--- src/rtl/dio_pkg.sv ---
package dio_pkg;

  localparam int unsigned SLOT_COUNT = 8;
  localparam int unsigned SLOT_W     = $clog2(SLOT_COUNT);
  localparam int unsigned SLOT_LSB   = 2;
  localparam int unsigned MASK_SLOT  = SLOT_COUNT - 1;
  localparam int unsigned SEQ_LEN    = 4;

  typedef enum logic [1:0] {
    UL_IDLE = 2'd0,
    UL_STEP1 = 2'd1,
    UL_STEP2 = 2'd2,
    UL_STEP3 = 2'd3
  } unlock_state_e;

  localparam logic [7:0] UNLOCK_SEQ [SEQ_LEN] = '{8'h07, 8'h0D, 8'h06, 8'h12};

endpackage

--- src/rtl/dio_bus_decode.sv ---
module dio_bus_decode
  import dio_pkg::*;
#(
  parameter int unsigned ADDR_W    = 12,
  parameter int unsigned NUM_PORTS = 6,
  parameter logic [ADDR_W-1:0] BANK_BASE = 12'h200
) (
  input  logic                  acc_valid,
  input  logic                  acc_write,
  input  logic [ADDR_W-1:0]     acc_addr,
  output logic                  rd_strobe,
  output logic                  bank_hit,
  output logic [SLOT_W-1:0]     slot,
  output logic [NUM_PORTS-1:0]  port_wr,
  output logic                  mask_wr,
  output logic                  seq_abort
);

  localparam int unsigned SPAN_LSB = SLOT_LSB + SLOT_W;
  localparam logic [ADDR_W-1:0] SPAN_MASK = {{(ADDR_W-SPAN_LSB){1'b1}}, {SPAN_LSB{1'b0}}};
  localparam logic [SLOT_W-1:0] MASK_IDX  = SLOT_W'(MASK_SLOT);

  logic wr_strobe;

  assign wr_strobe = acc_valid & acc_write;
  assign rd_strobe = acc_valid & ~acc_write;
  assign slot      = acc_addr[SPAN_LSB-1:SLOT_LSB];
  assign bank_hit  = ((acc_addr & SPAN_MASK) == BANK_BASE) &&
                     (acc_addr[SLOT_LSB-1:0] == '0);

  genvar p;
  generate
    for (p = 0; p < NUM_PORTS; p++) begin : g_port_sel
      localparam logic [SLOT_W-1:0] PIDX = SLOT_W'(p);
      assign port_wr[p] = wr_strobe & bank_hit & (slot == PIDX);
    end
  endgenerate

  assign mask_wr   = wr_strobe & bank_hit & (slot == MASK_IDX);
  assign seq_abort = acc_valid & ~mask_wr;

endmodule

--- src/rtl/dio_port_latch.sv ---
module dio_port_latch #(
  parameter int unsigned PORT_W = 8
) (
  input  logic              clk,
  input  logic              rst_n,
  input  logic              wr_en,
  input  logic              masked,
  input  logic [PORT_W-1:0] wr_data,
  input  logic [PORT_W-1:0] pin_byte,
  output logic [PORT_W-1:0] latch_q,
  output logic [PORT_W-1:0] read_byte
);

  logic              load_en;
  logic [PORT_W-1:0] latch_d;

  assign load_en = wr_en & ~masked;

  always_comb begin
    latch_d = latch_q;
    if (load_en) latch_d = wr_data;
  end

  always_ff @(posedge clk or negedge rst_n) begin
    if (!rst_n) begin
      latch_q <= '0;
    end else if (load_en) begin
      latch_q <= latch_d;
    end
  end

  assign read_byte = masked ? pin_byte : latch_q;

endmodule

--- src/rtl/dio_unlock_fsm.sv ---
module dio_unlock_fsm
  import dio_pkg::*;
(
  input  logic       clk,
  input  logic       rst_n,
  input  logic       mask_wr,
  input  logic       seq_abort,
  input  logic       irq_en,
  input  logic [7:0] wr_data,
  output logic       enh_mode
);

  unlock_state_e state_q, state_d;
  logic          enh_q, enh_d;
  logic          byte_ok;
  logic          byte_first;

  always_comb begin
    unique case (state_q)
      UL_IDLE:  byte_ok = (wr_data == UNLOCK_SEQ[0]);
      UL_STEP1: byte_ok = (wr_data == UNLOCK_SEQ[1]);
      UL_STEP2: byte_ok = (wr_data == UNLOCK_SEQ[2]);
      default:  byte_ok = (wr_data == UNLOCK_SEQ[3]);
    endcase
    byte_first = (wr_data == UNLOCK_SEQ[0]);
  end

  always_comb begin
    state_d = state_q;
    enh_d   = enh_q;
    if (irq_en) begin
      state_d = UL_IDLE;
    end else if (mask_wr) begin
      if (byte_ok) begin
        unique case (state_q)
          UL_IDLE:  state_d = UL_STEP1;
          UL_STEP1: state_d = UL_STEP2;
          UL_STEP2: state_d = UL_STEP3;
          default: begin
            state_d = UL_IDLE;
            enh_d   = 1'b1;
          end
        endcase
      end else if (byte_first) begin
        state_d = UL_STEP1;
      end else begin
        state_d = UL_IDLE;
      end
    end else if (seq_abort) begin
      state_d = UL_IDLE;
    end
  end

  always_ff @(posedge clk or negedge rst_n) begin
    if (!rst_n) begin
      state_q <= UL_IDLE;
      enh_q   <= 1'b0;
    end else begin
      state_q <= state_d;
      enh_q   <= enh_d;
    end
  end

  assign enh_mode = enh_q;

endmodule

--- src/rtl/dio_port_bank.sv ---
module dio_port_bank
  import dio_pkg::*;
#(
  parameter int unsigned ADDR_W    = 12,
  parameter int unsigned NUM_PORTS = 6,
  parameter int unsigned PORT_W    = 8,
  parameter logic [ADDR_W-1:0] BANK_BASE = 12'h200
) (
  input  logic                          clk,
  input  logic                          rst_n,
  input  logic                          acc_valid,
  input  logic                          acc_write,
  input  logic [ADDR_W-1:0]             acc_addr,
  input  logic [PORT_W-1:0]             wr_data,
  input  logic                          irq_en,
  input  logic [NUM_PORTS*PORT_W-1:0]   pin_in,
  output logic [PORT_W-1:0]             rd_data,
  output logic [NUM_PORTS*PORT_W-1:0]   pin_out,
  output logic                          enh_mode
);

  localparam int unsigned PAD_W = PORT_W - NUM_PORTS;

  logic                 rd_strobe;
  logic                 bank_hit;
  logic [SLOT_W-1:0]    slot;
  logic [NUM_PORTS-1:0] port_wr;
  logic                 mask_wr;
  logic                 seq_abort;

  logic [NUM_PORTS-1:0] mask_q, mask_d;
  logic [PORT_W-1:0]    slot_rd [SLOT_COUNT];
  logic [PORT_W-1:0]    rd_q, rd_d;

  dio_bus_decode #(
    .ADDR_W    (ADDR_W),
    .NUM_PORTS (NUM_PORTS),
    .BANK_BASE (BANK_BASE)
  ) u_decode (
    .acc_valid (acc_valid),
    .acc_write (acc_write),
    .acc_addr  (acc_addr),
    .rd_strobe (rd_strobe),
    .bank_hit  (bank_hit),
    .slot      (slot),
    .port_wr   (port_wr),
    .mask_wr   (mask_wr),
    .seq_abort (seq_abort)
  );

  // Write-mask register, one bit per data port
  always_comb begin
    mask_d = mask_q;
    if (mask_wr) mask_d = wr_data[NUM_PORTS-1:0];
  end

  always_ff @(posedge clk or negedge rst_n) begin
    if (!rst_n) begin
      mask_q <= '0;
    end else if (mask_wr) begin
      mask_q <= mask_d;
    end
  end

  // Port latches and per-slot read sources
  genvar s;
  generate
    for (s = 0; s < SLOT_COUNT; s++) begin : g_slot
      if (s < NUM_PORTS) begin : g_data
        logic [PORT_W-1:0] latch_q;
        dio_port_latch #(
          .PORT_W (PORT_W)
        ) u_latch (
          .clk       (clk),
          .rst_n     (rst_n),
          .wr_en     (port_wr[s]),
          .masked    (mask_q[s]),
          .wr_data   (wr_data),
          .pin_byte  (pin_in[s*PORT_W +: PORT_W]),
          .latch_q   (latch_q),
          .read_byte (slot_rd[s])
        );
        assign pin_out[s*PORT_W +: PORT_W] = latch_q;
      end else if (s == MASK_SLOT) begin : g_mask
        assign slot_rd[s] = {{PAD_W{1'b0}}, mask_q};
      end else begin : g_empty
        assign slot_rd[s] = '0;
      end
    end
  endgenerate

  // Registered read path
  always_comb begin
    rd_d = rd_q;
    if (rd_strobe) rd_d = bank_hit ? slot_rd[slot] : '0;
  end

  always_ff @(posedge clk or negedge rst_n) begin
    if (!rst_n) begin
      rd_q <= '0;
    end else if (rd_strobe) begin
      rd_q <= rd_d;
    end
  end

  assign rd_data = rd_q;

  dio_unlock_fsm u_unlock (
    .clk       (clk),
    .rst_n     (rst_n),
    .mask_wr   (mask_wr),
    .seq_abort (seq_abort),
    .irq_en    (irq_en),
    .wr_data   (wr_data),
    .enh_mode  (enh_mode)
  );

endmodule

--- config.mk ---
export PLATFORM = sky130hd
export DESIGN_NAME = dio_port_bank
export DESIGN_NICKNAME = d
export VERILOG_FILES = /design/src/rtl/dio_pkg.sv /design/src/rtl/dio_bus_decode.sv /design/src/rtl/dio_port_latch.sv /design/src/rtl/dio_unlock_fsm.sv /design/src/rtl/dio_port_bank.sv
export SDC_FILE = /design/constraint.sdc
export NUM_CORES = 1
export LEC_CHECK = 0
export BUFFER_PORTS_ARGS = -buffer_cell sky130_fd_sc_hd__buf_2
export CAP_MARGIN = 40
export CORE_ASPECT_RATIO = 0.8
export CORE_MARGIN = 2
export CORE_UTILIZATION = 50
export CTS_CLUSTER_DIAMETER = 50
export DETAILED_ROUTE_END_ITERATION = 6
export PLACE_DENSITY = 0.91
export SYNTH_ARGS = -nofsm -noshare
export SYNTH_HDL_FRONTEND = slang
export SYNTH_SLANG_ARGS = --single-unit
--- constraint.sdc ---
create_clock -name clk -period 2.5 [get_ports clk]
set_input_delay 0.5 -clock clk [delete_from_list [all_inputs] [get_ports clk]]
set_output_delay 0.5 -clock clk [all_outputs]
set_load 0.02 [all_outputs]
==> run summary, run 1 <==
Setup repair after global routing left no endpoint under its margin. Once detail routing completed, the nets flagged for antenna violations numbered 0. 130 I/O pins were placed. The maximum clock path buffer count is 2. Tracing the worst setup path back leads to its startpoint at u_unlock.state_q[1]$_DFFE_PN0P_. The sum of overflow across all layers after global routing is 0. The number of warnings printed during yosys synthesis is 0. The number of CTS-inserted buffers came out at 9. The weighted congestion at the end of routability-driven global placement is 0.852. The insertion delay of the later-clocked pin in the worst-skew pair came out at 350 ps.

By startpoint and endpoint, the worst setup path is classified as reg2reg. The post-route fraction of the period consumed by the critical path is 90.6%. The multi-input combinational cell area is a little under 2000 um2. The post-placement cell area is 4430 um2.

After the flow finishes, the layout carries non-filler instances totaling around 540. The root cell of the clock tree is clkbuf_8. After clock tree synthesis, the clock-pin slew on the worst setup and hold paths is approximately 70 ps.

Entering global routing, the biggest net connects 66 pins. Post-CTS timing repair inserted 0 buffers for setup. The final cell utilization of the core came out at ~63%.

The count of final max-slew check failures came out at 0. The data arrival time of the critical path is approximately 2500 ps. Global routing consumed, over all layers together, around 28% of the routing resources. The relative max-transition margin came out at just under 60%.

The sequential cell area fraction in the yosys report is 43.9%. The required time reported for the critical path endpoint came out at ~2700 ps. The area of the die came out at around 8100 um2. The count of cell types in the netlist is 43. The number of antenna violations at the first check in global routing came out at 1.

The routed length per instance came out at ~20 um. The initial cell density of the core is between 50 and 60%. The placeable core region is approximately 7300 um2.

The count of flip-flops with a built-in enable after synthesis is 0. The flow ran to the end, and the final reports show no timing, DRC or antenna violations. For this block, the initial DRC count from the detailed router was 257. In this run the cell area of the synthesized design comes to around 3700 um2. The peak fanout along the critical path is 4. In the final design database the tool counted 520 nets. The via count of the routed design is ~3200. The slew at the pin closest to its max-slew limit is ~600 ps. Compared with the post-synthesis result, the final layout area differs by 24.7%. The average instance in the mapped netlist occupies about 12 um2. The H-tree generated during clock tree synthesis spans 3 levels. The analysis attributes to cell leakage a power of 2.29 nW. The accumulated negative setup slack is 0 ps. The post-synthesis async set-or-reset flop share is 100%.

Across the run, the number of max-cap violations was 0. The number of rows created at floorplan came out at 28. The post-route minimum period is 2270 ps. The clock net sink count came out at between 60 and 70. The count of antenna diodes in the layout is 0. The count of hold-fix buffers inserted at cts is 0.

The number of instances in the synthesized netlist came out at around 320. The power after layout came out at 2.12 mW. The horizontal extent of the die is between 100 and 150 um. The wire length of the first global-routing pass is between 15000 and 20000 um.

The peak clock frequency supported by timing is 0.441 GHz. The number of global-route vias before repair is 3226. The most frequent standard cell in the layout excluding fill and tap cells is buf_2. The chip height came out at ~81 um. The number of iterations in the first detailed-routing pass came out at 5. The top cell types in the final layout, fill and taps aside, are buf_2, dfrtp_1, mux2i_1.

The area used by sequential logic in the layout came out at around 1600 um2. Setup violations remaining at the end of the flow were counted as 0. The maximum VDD drop is around 0.32 mV. The post-cts gate resize count is 0.

The layout cell share with drive strength beyond 1 came out at 48.4%. The kind of launch point of the worst setup path is a flop. The clock skew after layout is roughly 7 ps. The count of placed standard cells including taps came out at 520. The worst setup path is captured at a flop. The wire length reported by the detailed router came out at about 11000 um. The number of input and output port buffers inserted is around 130. The post-synthesis net count came out at around 390.

The final-layout fill cell count is between 600 and 700. The synthesized design contains 65 register bits. TritonCTS built the clock tree. In this run the critical register-to-register path is launched from u_unlock.state_q[1]$_DFFE_PN0P_. The count of endpoints failing hold in the final timing report came out at 0.

In this run the power density over the cells is roughly 460 nW/um2. The post-detailed-placement half-perimeter wirelength is 8180 um. The number of remaining DRC errors is 0. The final standard cell area without fillers is ~4600 um2. Dividing the detail-routed via count by the number of cells gives 5.90. For this run, the leading register cell type out of synthesis is dfrtp_1.

The register-to-register setup slack is 230 ps. The tightest min-delay check is of the in2async type.
==> through the flow <==
step | hold WS (ps) | setup WS, ps
after floorplan | 204 | 254
final | 165 | 235
after detailed placement | 466 | -12.6
after global routing | 183 | 151
after CTS | 172 | 228
after global placement | 456 | 54.2
==> where the power goes <==
| group | total (mW) | switching [mW] | internal [mW] |
|---|---|---|---|
| Sequential | 1.06 | 0.00271 | 1.05 |
| Combinational | 0.184 | 0.112 | 0.0719 |
| Clock | 0.882 | 0.396 | 0.486 |
| Total | 2.12 | 0.510 | 1.61 |
==> state kept, by name, indices dropped and copies added (netlist names) <==
register	count
rd_data	8
mask_q	6
g_slot.g_data.u_latch.latch_q	48
u_unlock.state_q	2
u_unlock.enh_mode	1
==> area by class of cell <==
cell class / instances / share of cell area, %
clock buffers: 13 / 3.22
clock inverters: 3 / 0.866
flip-flops and latches: 65 / 35.2
multi-input cells: 226 / 42.7
repair buffers: 135 / 15.2
well taps: 90 / 2.44
inverters: 4 / 0.325
==> cell usage after synthesis (2+ instances only) <==
cell | instances | share of area, %
a21oi_1 | 8 | 1.1
a22oi_1 | 2 | 0.40
a32o_1 | 2 | 0.54
buf_1 | 6 | 0.61
buf_2 | 6 | 0.81
clkbuf_1 | 7 | 0.71
dfrtp_1 | 65 | 44
ha_1 | 6 | 2.0
inv_1 | 4 | 0.40
mux2_2 | 54 | 16
mux2i_1 | 57 | 15
mux4_2 | 2 | 1.2
nand2_1 | 16 | 1.6
nand2_2 | 2 | 0.34
nand2b_1 | 8 | 1.4
nor2_1 | 9 | 0.91
nor2b_1 | 2 | 0.34
nor3_1 | 3 | 0.40
nor4_2 | 2 | 0.67
nor4b_1 | 2 | 0.47
o21ai_0 | 20 | 2.7
o221ai_1 | 2 | 0.47
o31ai_1 | 6 | 1.2
or2_2 | 3 | 0.51
or3_1 | 3 | 0.51
==> per-layer routing <==
layer,GRT usage [%],wire [um],vias to the layer above
li1,-,-,1412
met1,34.7,4420,1575
met2,46.2,5190,156
met3,10.1,1090,18
met4,6.85,152,2
met5,0,13,-
==> worst max-delay path, cell delays in order, from the launching register on <==
cell and delay (ps):
dfrtp_1 430, inv_1 130, ha_1 330, or3b_2 470
a22oi_1 270, a22oi_1 150, o41ai_1 350
==> path summary, 6_finish.rpt <==
path	endpoint	cells past startpoint
setup / recovery	u_unlock.enh_mode$_DFFE_PN0P_	6
hold / removal	g_slot[0].g_data.u_latch.latch_q[2]$_DFFE_PN0P_	2
min in group clk	u_unlock.state_q[0]$_DFFE_PN0P_	2
setup reg to reg	u_unlock.enh_mode$_DFFE_PN0P_	6
hold reg to reg	rd_data[5]$_DFFE_PN0P_	2
max in group asynchronous	g_slot[1].g_data.u_latch.latch_q[3]$_DFFE_PN0P_	2
==> kinds of logic after synthesis <==
group	Yosys count	synth area share, %
fa+ha+maj	6	2.02
buf+inv	24	2.83
compound gates	44	7.36
flops	65	43.9
mux	113	33.0
simple gates	62	10.7
xor+xnor	1	0.236
Note: power is estimated with default switching activity, not from simulation.
==> run 2, diff against run 1 <==
--- a/config.mk
+++ b/config.mk
@@ -12,6 +12,7 @@
 export CORE_UTILIZATION = 50
 export CTS_CLUSTER_DIAMETER = 50
 export DETAILED_ROUTE_END_ITERATION = 6
+export MAX_ROUTING_LAYER = met4
 export PLACE_DENSITY = 0.91
 export SYNTH_ARGS = -nofsm -noshare
 export SYNTH_HDL_FRONTEND = slang
==> run 2 against run 1 <==
Clock power hardly changed. Non-clock buffer count unchanged. Sequential power barely moved. Largest cell class unchanged. Cell count grew 0.19%. Clock skew fell by 0.69 ps. Global-route usage is 0.89 points higher.
==> run summary, run 2 (synthesized netlist as in run 1, its figures left out) <==
The register-to-register setup slack is 240 ps (about the same). The count of nets after finishing came out at 520 (unchanged). The buffers plus inverters on the worst setup path is 1 (unchanged). The top cell types in the final layout, fill and taps aside, are buf_2, dfrtp_1, mux2i_1. The via count of the routed design is 3175 (+0.38%). The count of hold-fix buffers inserted at cts came out at 0 (unchanged). The worst-case setup margin in the final layout was 236 ps (+1.10 ps). The maximum VDD drop came out at 0.324 mV (+0.60%). Traced cell by cell, the critical path runs through inv_1 -> ha_1 -> or3b_2 -> a22oi_1 -> a22oi_1 -> o41ai_1. Setup repair after global routing left no endpoint under its margin. The sum of overflow across all layers after global routing came out at 0 (unchanged). The number of remaining DRC errors came out at 0 (unchanged).

The post-route fraction of the period consumed by the critical path is 90.6% (about the same). The clock skew after layout is 6.24 ps (-0.688 ps). The number of iterations in the first detailed-routing pass is 4 (-1). The count of placed standard cells including taps is 520 (unchanged).

In this run the worst setup path begins at u_unlock.state_q[1]$_DFFE_PN0P_. The initial cell density of the core is 50.9% (unchanged). The relative max-transition margin came out at 60.2% (+0.94 points). The largest incremental delay on the critical path came out at 470 ps (about the same). The post-detailed-placement half-perimeter wirelength came out at 8180 um (unchanged). The layout cell share with drive strength beyond 1 came out at 48.4% (unchanged). The peak fanout along the critical path is 4 (unchanged).

The worst flop-to-flop path endpoint is u_unlock.enh_mode$_DFFE_PN0P_. The number of CTS-inserted buffers came to 9 (unchanged). The TritonCTS clock tree is built.

The insertion delay of the later-clocked pin in the worst-skew pair is 350 ps (about the same). The number of global-route vias before repair came out at 3226 (unchanged). The wire length reported by the detailed router came out at 10900 um (about the same). The leakage power total is 2.29 nW (about the same). The horizontal extent of the die is 100 um (unchanged). The count of endpoints failing hold in the final timing report is 0 (unchanged). The last element of the critical path is u_unlock.enh_mode$_DFFE_PN0P_. The number of maximum-capacitance constraint violations is 0 (unchanged). The class of the worst hold path is in2async. The accumulated negative setup slack is 0 ps (unchanged).

In this design, the critical path's most frequently occurring cell is a22oi_1. The slew at the pin closest to its max-slew limit is 598 ps (-14.2 ps). The count of final max-slew check failures came out at 0 (unchanged). The clock net sink count came to 65 (unchanged). The post-route minimum period came out at 2260 ps (-1.10 ps). The ratio of routed vias to standard cells came to 5.91 (+0.19%).

The clock-pin slew on the worst setup and hold paths came to 70 ps (about the same). The number of rows created at floorplan came out at 28 (unchanged). The required time reported for the critical path endpoint is 2710 ps (about the same). The endpoint kind of the worst setup timing path is a flop.

The run finished with clean final reports. The area of the die came out at 8120 um2 (unchanged). The power per standard cell area came out at 459 nW/um2 (about the same). The flip-flop count of the largest register after layout came out at 48 (unchanged). The count of boundary I/O pins is 130 (unchanged). The post-synthesis to final-layout area growth is 24.7% (about the same). The kind of launch point of the worst setup path is a flop.

The count of nets left with antenna violations after detail routing came out at 0 (unchanged). g_slot.g_data.u_latch.latch_q holds more flip-flops than any other register. The path length in cells of the critical path is 6 (unchanged).

The weighted congestion at the end of routability-driven global placement is 0.865 (+1.6%). The library cell used most frequently in the layout, excluding fill and tap cells, is buf_2. The routed length per instance was 20.2 um (-0.18%).

The placeable core region came to 7290 um2 (unchanged). The peak clock frequency supported by timing is 0.442 GHz (about the same). The post-placement cell area was 4430 um2 (unchanged). The chip height is 81.0 um (unchanged). The final cell utilization of the core was 63.5% (about the same). The tree is rooted in a clkbuf_8. The final standard cell area without fillers is 4620 um2 (about the same). The number of setup violations in the final report is 0 (unchanged). The wire length of the first global-routing pass came to 16700 um (about the same). The number of DRC markers in iteration 0 came to 234 (-8.9%). Grouping stages by cell kind, the critical path spends the most delay in compound AO/OA/AOI/OAI gates. The post-cts gate resize count came out at 0 (unchanged). The worst setup slack before clock tree synthesis is -12.6 ps (unchanged).

The total setup buffers inserted after CTS was 0 (unchanged). The number of cells in the finished layout apart from fillers came out at 537 (+0.19%). The number of input and output port buffers inserted came out at 129 (unchanged).

The data arrival time of the critical path is 2470 ps (about the same). The worst register-to-register path begins at u_unlock.state_q[1]$_DFFE_PN0P_. The logic depth of the worst register-to-register path is 6 (unchanged).

For this design, the slowest cell found on the critical path is or3b_2. The deepest level of the CTS H-tree came out at 3 (unchanged). The maximum clock path buffer count came out at 2 (unchanged). By startpoint and endpoint, the worst setup path is classified as reg2reg. The pin count of the biggest net entering global routing came out at 66 (unchanged). The combined global-route utilization of all metal layers is 28.6% (+0.89 points). The number of antenna violations at the first check in global routing came out at 1 (unchanged).
## run 2: changes by cell type in the layout (fill, tap and decap cells not counted)
| cell | change |
|---|---|
| diode_2 | +1 |
## run 2: worst register-to-register path: cells and delay by family (launching register included)
kind,cells,cell delay (ps)
compound gates,3,760
flops,1,430
simple gates,1,470
buf+inv,1,130
fa+ha+maj,1,330
## run 2: layer usage
metal  vias up  GRT usage, %  part of all wire [%]
met5         -             -                     0
met4         0          6.85                   1.7
met3        23          9.90                    11
met2       177          46.1                    47
met1      1565          35.1                    41
li1       1410             -                     -
## run 2: where the power goes
group          internal (mW)  leakage (nW)  switching, mW  total (mW)
clock                  0.486        0.0974          0.399       0.885
combinational         0.0719          1.29          0.112       0.184
sequential              1.05         0.903        0.00273        1.06
## run 2: layout make-up
| cell class | instances | area, um2 |
|---|---|---|
| antenna | 1 | 2.50 |
| multi-input combinational | 226 | 1980 |
| clock inverter | 3 | 40.0 |
| inverter | 4 | 15.0 |
| fill | 602 | 2660 |
| sequential | 65 | 1630 |
| clock buffer | 13 | 149 |
| tap | 90 | 113 |
| timing repair buffer | 135 | 703 |
## run 2: how the worst min path moves through the flow
stage,from,to,slack (ps)
after floorplan,rst_n,g_slot[0].g_data.u_latch.latch_q[0]$_DFFE_PN0P_,200
after global placement,rd_data[5]$_DFFE_PN0P_,rd_data[5]$_DFFE_PN0P_,460
after detailed placement,rd_data[5]$_DFFE_PN0P_,rd_data[5]$_DFFE_PN0P_,470
after CTS,rst_n,rd_data[2]$_DFFE_PN0P_,170
after global routing,rst_n,rd_data[2]$_DFFE_PN0P_,180
final,rst_n,g_slot[0].g_data.u_latch.latch_q[2]$_DFFE_PN0P_,160
## run 2: per-stage QoR
| stage | hold WS (ps) | total power [mW] |
|---|---|---|
| 2_1_floorplan | 204 | 1.14 |
| 3_5_place_dp | 466 | 1.26 |
| 6_report | 158 | 2.12 |
| 5_1_grt | 180 | 2.20 |
| 3_3_place_gp | 456 | 1.25 |
| 4_1_cts | 172 | 2.13 |
==> run 3, diff against run 2 <==
--- a/config.mk
+++ b/config.mk
@@ -5,6 +5,7 @@
 export SDC_FILE = /design/constraint.sdc
 export NUM_CORES = 1
 export LEC_CHECK = 0
+export ABC_AREA = 1
 export BUFFER_PORTS_ARGS = -buffer_cell sky130_fd_sc_hd__buf_2
 export CAP_MARGIN = 40
 export CORE_ASPECT_RATIO = 0.8
==> run 3 against run 2 <==
Worst setup slack better by 430 ps. Synthesized area down 1.5%. First-iteration DRC count up 85%. Synthesized cell count up 62%. Worst hold slack better by 13 ps. Largest power group unchanged.
==> run summary, run 3 <==
The placeable core region is 6990 um2 (-4.0%). The insertion delay of the later-clocked pin in the worst-skew pair was 350 ps (about the same). Grouping stages by cell kind, the critical path spends the most delay in simple AND/OR/NAND/NOR gates.

The maximum VDD drop is 0.398 mV (+23%). The largest incremental delay on the critical path came out at 480 ps (about the same). The number of instances in the synthesized netlist came out at 511 (+62%). The area used by sequential logic in the layout was 1630 um2 (unchanged). The register containing the most flip-flops in the final layout is g_slot.g_data.u_latch.latch_q.

The data arrival time of the critical path is 2060 ps (-410 ps). The uppermost signal routing layer after detailed routing is met4. The flop and latch count out of synthesis came out at 65 (unchanged). The final-layout fill cell count was 615 (+2.2%). In the layout the commonest cells are buf_2, nand2_1, o21ai_0. The post-route minimum period is 1830 ps (-431 ps).

The chip height is 80.5 um (-0.69%). The horizontal extent of the die came out at 99.6 um (-0.70%). The post-cts gate resize count is 0 (unchanged). The wire length on met3 is 1600 um (+39%). STA classifies the critical path startpoint as a primary input. The peak clock frequency supported by timing is 0.546 GHz (+24%). The post-synthesis net count came out at 590 (+50%).

The number of global-route vias before repair was 3772 (+17%). The count of nets after finishing is 716 (+38%). The most frequent standard cell in the layout excluding fill and tap cells is buf_2. The post-synthesis instance area was 3650 um2 (-1.5%). Yosys instantiated no cell more often than nand2_1.

The area share of the largest cell type after synthesis is 44.5% (+0.65 points). The layout cell share with drive strength beyond 1 was 25.5% (-23 points). In this run the worst hold path is classified as in2async.

The clock net sink count is 65 (unchanged). The wire length of the first global-routing pass is 18600 um (+11%). The weighted congestion at the end of routability-driven global placement came to 1.03 (+18%). The flow ran to the end, and the final reports show no timing, DRC or antenna violations. Traced cell by cell, the critical path runs through buf_2 -> nor2_1 -> nand3_1 -> nor3_4 -> nand3_1 -> o21ai_0. The root cell of the clock tree is clkbuf_8. The flip-flop count of the largest register after layout came to 48 (unchanged). The deepest level of the CTS H-tree came out at 3 (unchanged). The power per standard cell area came to 479 nW/um2 (+4.3%). The tightest hold margin is 172 ps (+13.5 ps). The sequential cell area fraction in the yosys report came out at 44.5% (+0.65 points). The count of hold-fix buffers inserted at cts is 0 (unchanged).

The post-route fraction of the period consumed by the critical path came out at 73.3% (-17 points). The most instantiated flip-flop cell in the synthesis netlist is dfrtp_1. The count of endpoints failing hold in the final timing report is 0 (unchanged).

The relative max-transition margin came to 56.4% (-3.8 points). After synthesis, the most frequently instantiated cells are nand2_1, o21ai_0, nor2_1. The wire length reported by the detailed router came out at 11900 um (+9.9%). The number of DRC markers in iteration 0 came to 432 (+85%). The post-synthesis async set-or-reset flop share came to 100% (unchanged). The count of antenna diodes in the layout was 0 (-1). The number of maximum-capacitance constraint violations came to 0 (unchanged). The initial cell density of the core came out at 52.2% (+1.4 points). The sum of overflow across all layers after global routing is 0 (unchanged).

The clock-pin slew on the worst setup and hold paths came out at 70 ps (about the same). The required time reported for the critical path endpoint came out at 2730 ps (+20 ps). The total routed wire length on the met1 layer came out at 4640 um (+5.1%). The maximum clock path buffer count is 2 (unchanged). The count of cell types in the netlist came out at 21 (-51%). The startpoint-to-endpoint class of the critical path is in2reg.

The number of remaining DRC errors is 0 (unchanged). The count of placed standard cells including taps came out at 713 (+37%). The pin count of the biggest net entering global routing is 30 (-55%).

The wire length on met2 came out at 5360 um (+4.5%). The slowest stage of the critical path is the nand3_1 cell. STA classifies the critical path endpoint as a flop.

The TritonCTS clock tree is built. The number of CTS-inserted buffers is 9 (unchanged). The number of rows created at floorplan is 27 (-3.6%).

The post-detailed-placement half-perimeter wirelength was 9030 um (+10%). The leakage power total came out at 2.51 nW (+9.5%). The count of flip-flops with a built-in enable after synthesis came out at 0 (unchanged). Relative to the synthesized area, the layout overhead comes to 25.3%. The count of nets left with antenna violations after detail routing is 0 (unchanged).

The number of antenna violations at the first check in global routing came out at 0 (-1). The area of the die was 8010 um2 (-1.4%). In this design, the critical path's most frequently occurring cell is nand3_1. The ratio of routed vias to standard cells was 5.63 (-4.8%). The number of iterations in the first detailed-routing pass is 5 (+1).

The accumulated negative setup slack is 0 ps (unchanged). The total setup buffers inserted after CTS came out at 0 (unchanged). Yosys attributes the largest share of cell area to dfrtp_1, o21ai_0, nand2_1. The count of boundary I/O pins is 130 (unchanged).

The peak fanout along the critical path came out at 16 (+12). The mean instance size in the synthesized netlist came out at 7.15 um2 (-39%). The via count of the routed design came to 4102 (+29%).

The number of setup violations in the final report came out at 0 (unchanged). Of all cell types, the one taking the most synthesized area is dfrtp_1. The number of warnings printed during yosys synthesis is 0 (unchanged). The clock skew after layout came to 6.92 ps (+0.682 ps).

The slew at the pin closest to its max-slew limit came out at 654 ps (+56.5 ps). The count of final max-slew check failures is 0 (unchanged). Setup repair after global routing left no endpoint under its margin.

The buffers plus inverters on the worst setup path is 1 (unchanged). The multi-input combinational cell area came out at 1730 um2 (-12%). The number of input and output port buffers inserted is 129 (unchanged).

The number of cells in the finished layout apart from fillers came out at 729 (+36%). The combined global-route utilization of all metal layers was 31.4% (+2.8 points). The routed length per instance is 16.4 um (-19%).
[run 3: cell count changes after synthesis, moves of 16 or more]
cell and change:
o21ai_0 +83, o211ai_1 +16, mux2i_1 -57, nand3_1 +21, nand2_1 +103, inv_1 +51
mux2_2 -54, nor2_1 +71
[run 3: through the flow]
step / power (mW) / worst slack (ps) / area [um2] / util (%)
2_1_floorplan: 1.14 / 909 / 3650 / -
3_3_place_gp: 1.26 / 540 / 4360 / 62.4
3_5_place_dp: 1.26 / 403 / 4360 / 62.4
4_1_cts: 2.19 / 714 / 4580 / 65.5
5_1_grt: 2.26 / 554 / 4580 / 65.5
6_report: 2.19 / 667 / 4580 / 65.5
[run 3: power by group]
group          switching [mW]  leakage, nW  total, mW  internal, mW
combinational           0.125         1.50      0.191        0.0658
clock                   0.406        0.105      0.946         0.540
sequential            0.00252        0.903       1.06          1.05
total                   0.534         2.51       2.19          1.66
[run 3: kinds of logic (layout without fill, tap and decap cells)]
kind of cell / Yosys count / count (layout) / synth area share (%)
buffers and inverters: 76 / 207 / 8.08
AO/OA/AOI/OAI: 124 / 124 / 18.2
adder cells (fa/ha/maj): 6 / 6 / 2.05
AND/OR/NAND/NOR: 240 / 240 / 27.2
flip-flops: 65 / 65 / 44.5
[run 3: worst paths after layout]
| check | end | slack [ps] | cells after the start | from |
|---|---|---|---|---|
| max | g_slot[3].g_data.u_latch.latch_q[0]$_DFFE_PN0P_ | 670 | 6 | acc_addr[8] |
| min reg2reg | u_unlock.enh_mode$_DFFE_PN0P_ | 460 | 2 | u_unlock.enh_mode$_DFFE_PN0P_ |
| min in group clk | u_unlock.state_q[1]$_DFFE_PN0P_ | 440 | 4 | irq_en |
| max in group asynchronous | g_slot[0].g_data.u_latch.latch_q[1]$_DFFE_PN0P_ | 1600 | 2 | rst_n |
| min | g_slot[4].g_data.u_latch.latch_q[4]$_DFFE_PN0P_ | 170 | 1 | rst_n |
| max reg2reg | u_unlock.state_q[1]$_DFFE_PN0P_ | 800 | 10 | u_unlock.state_q[0]$_DFFE_PN0P_ |
[run 3: cell type report]
cell class	count	area share (%)
sequential	65	35.5
clock inverter	4	1.09
multi-input combinational	370	37.8
clock buffer	12	3.61
timing repair buffer	134	14.9
tap	87	2.38
inverter	57	4.67
[run 3: per-layer routing]
layer  global-route usage [%]  vias up
li1                         -     1901
met1                     40.3     1873
met2                     47.9      288
met3                     9.40       40
met4                     10.7        0
met5                        -        -
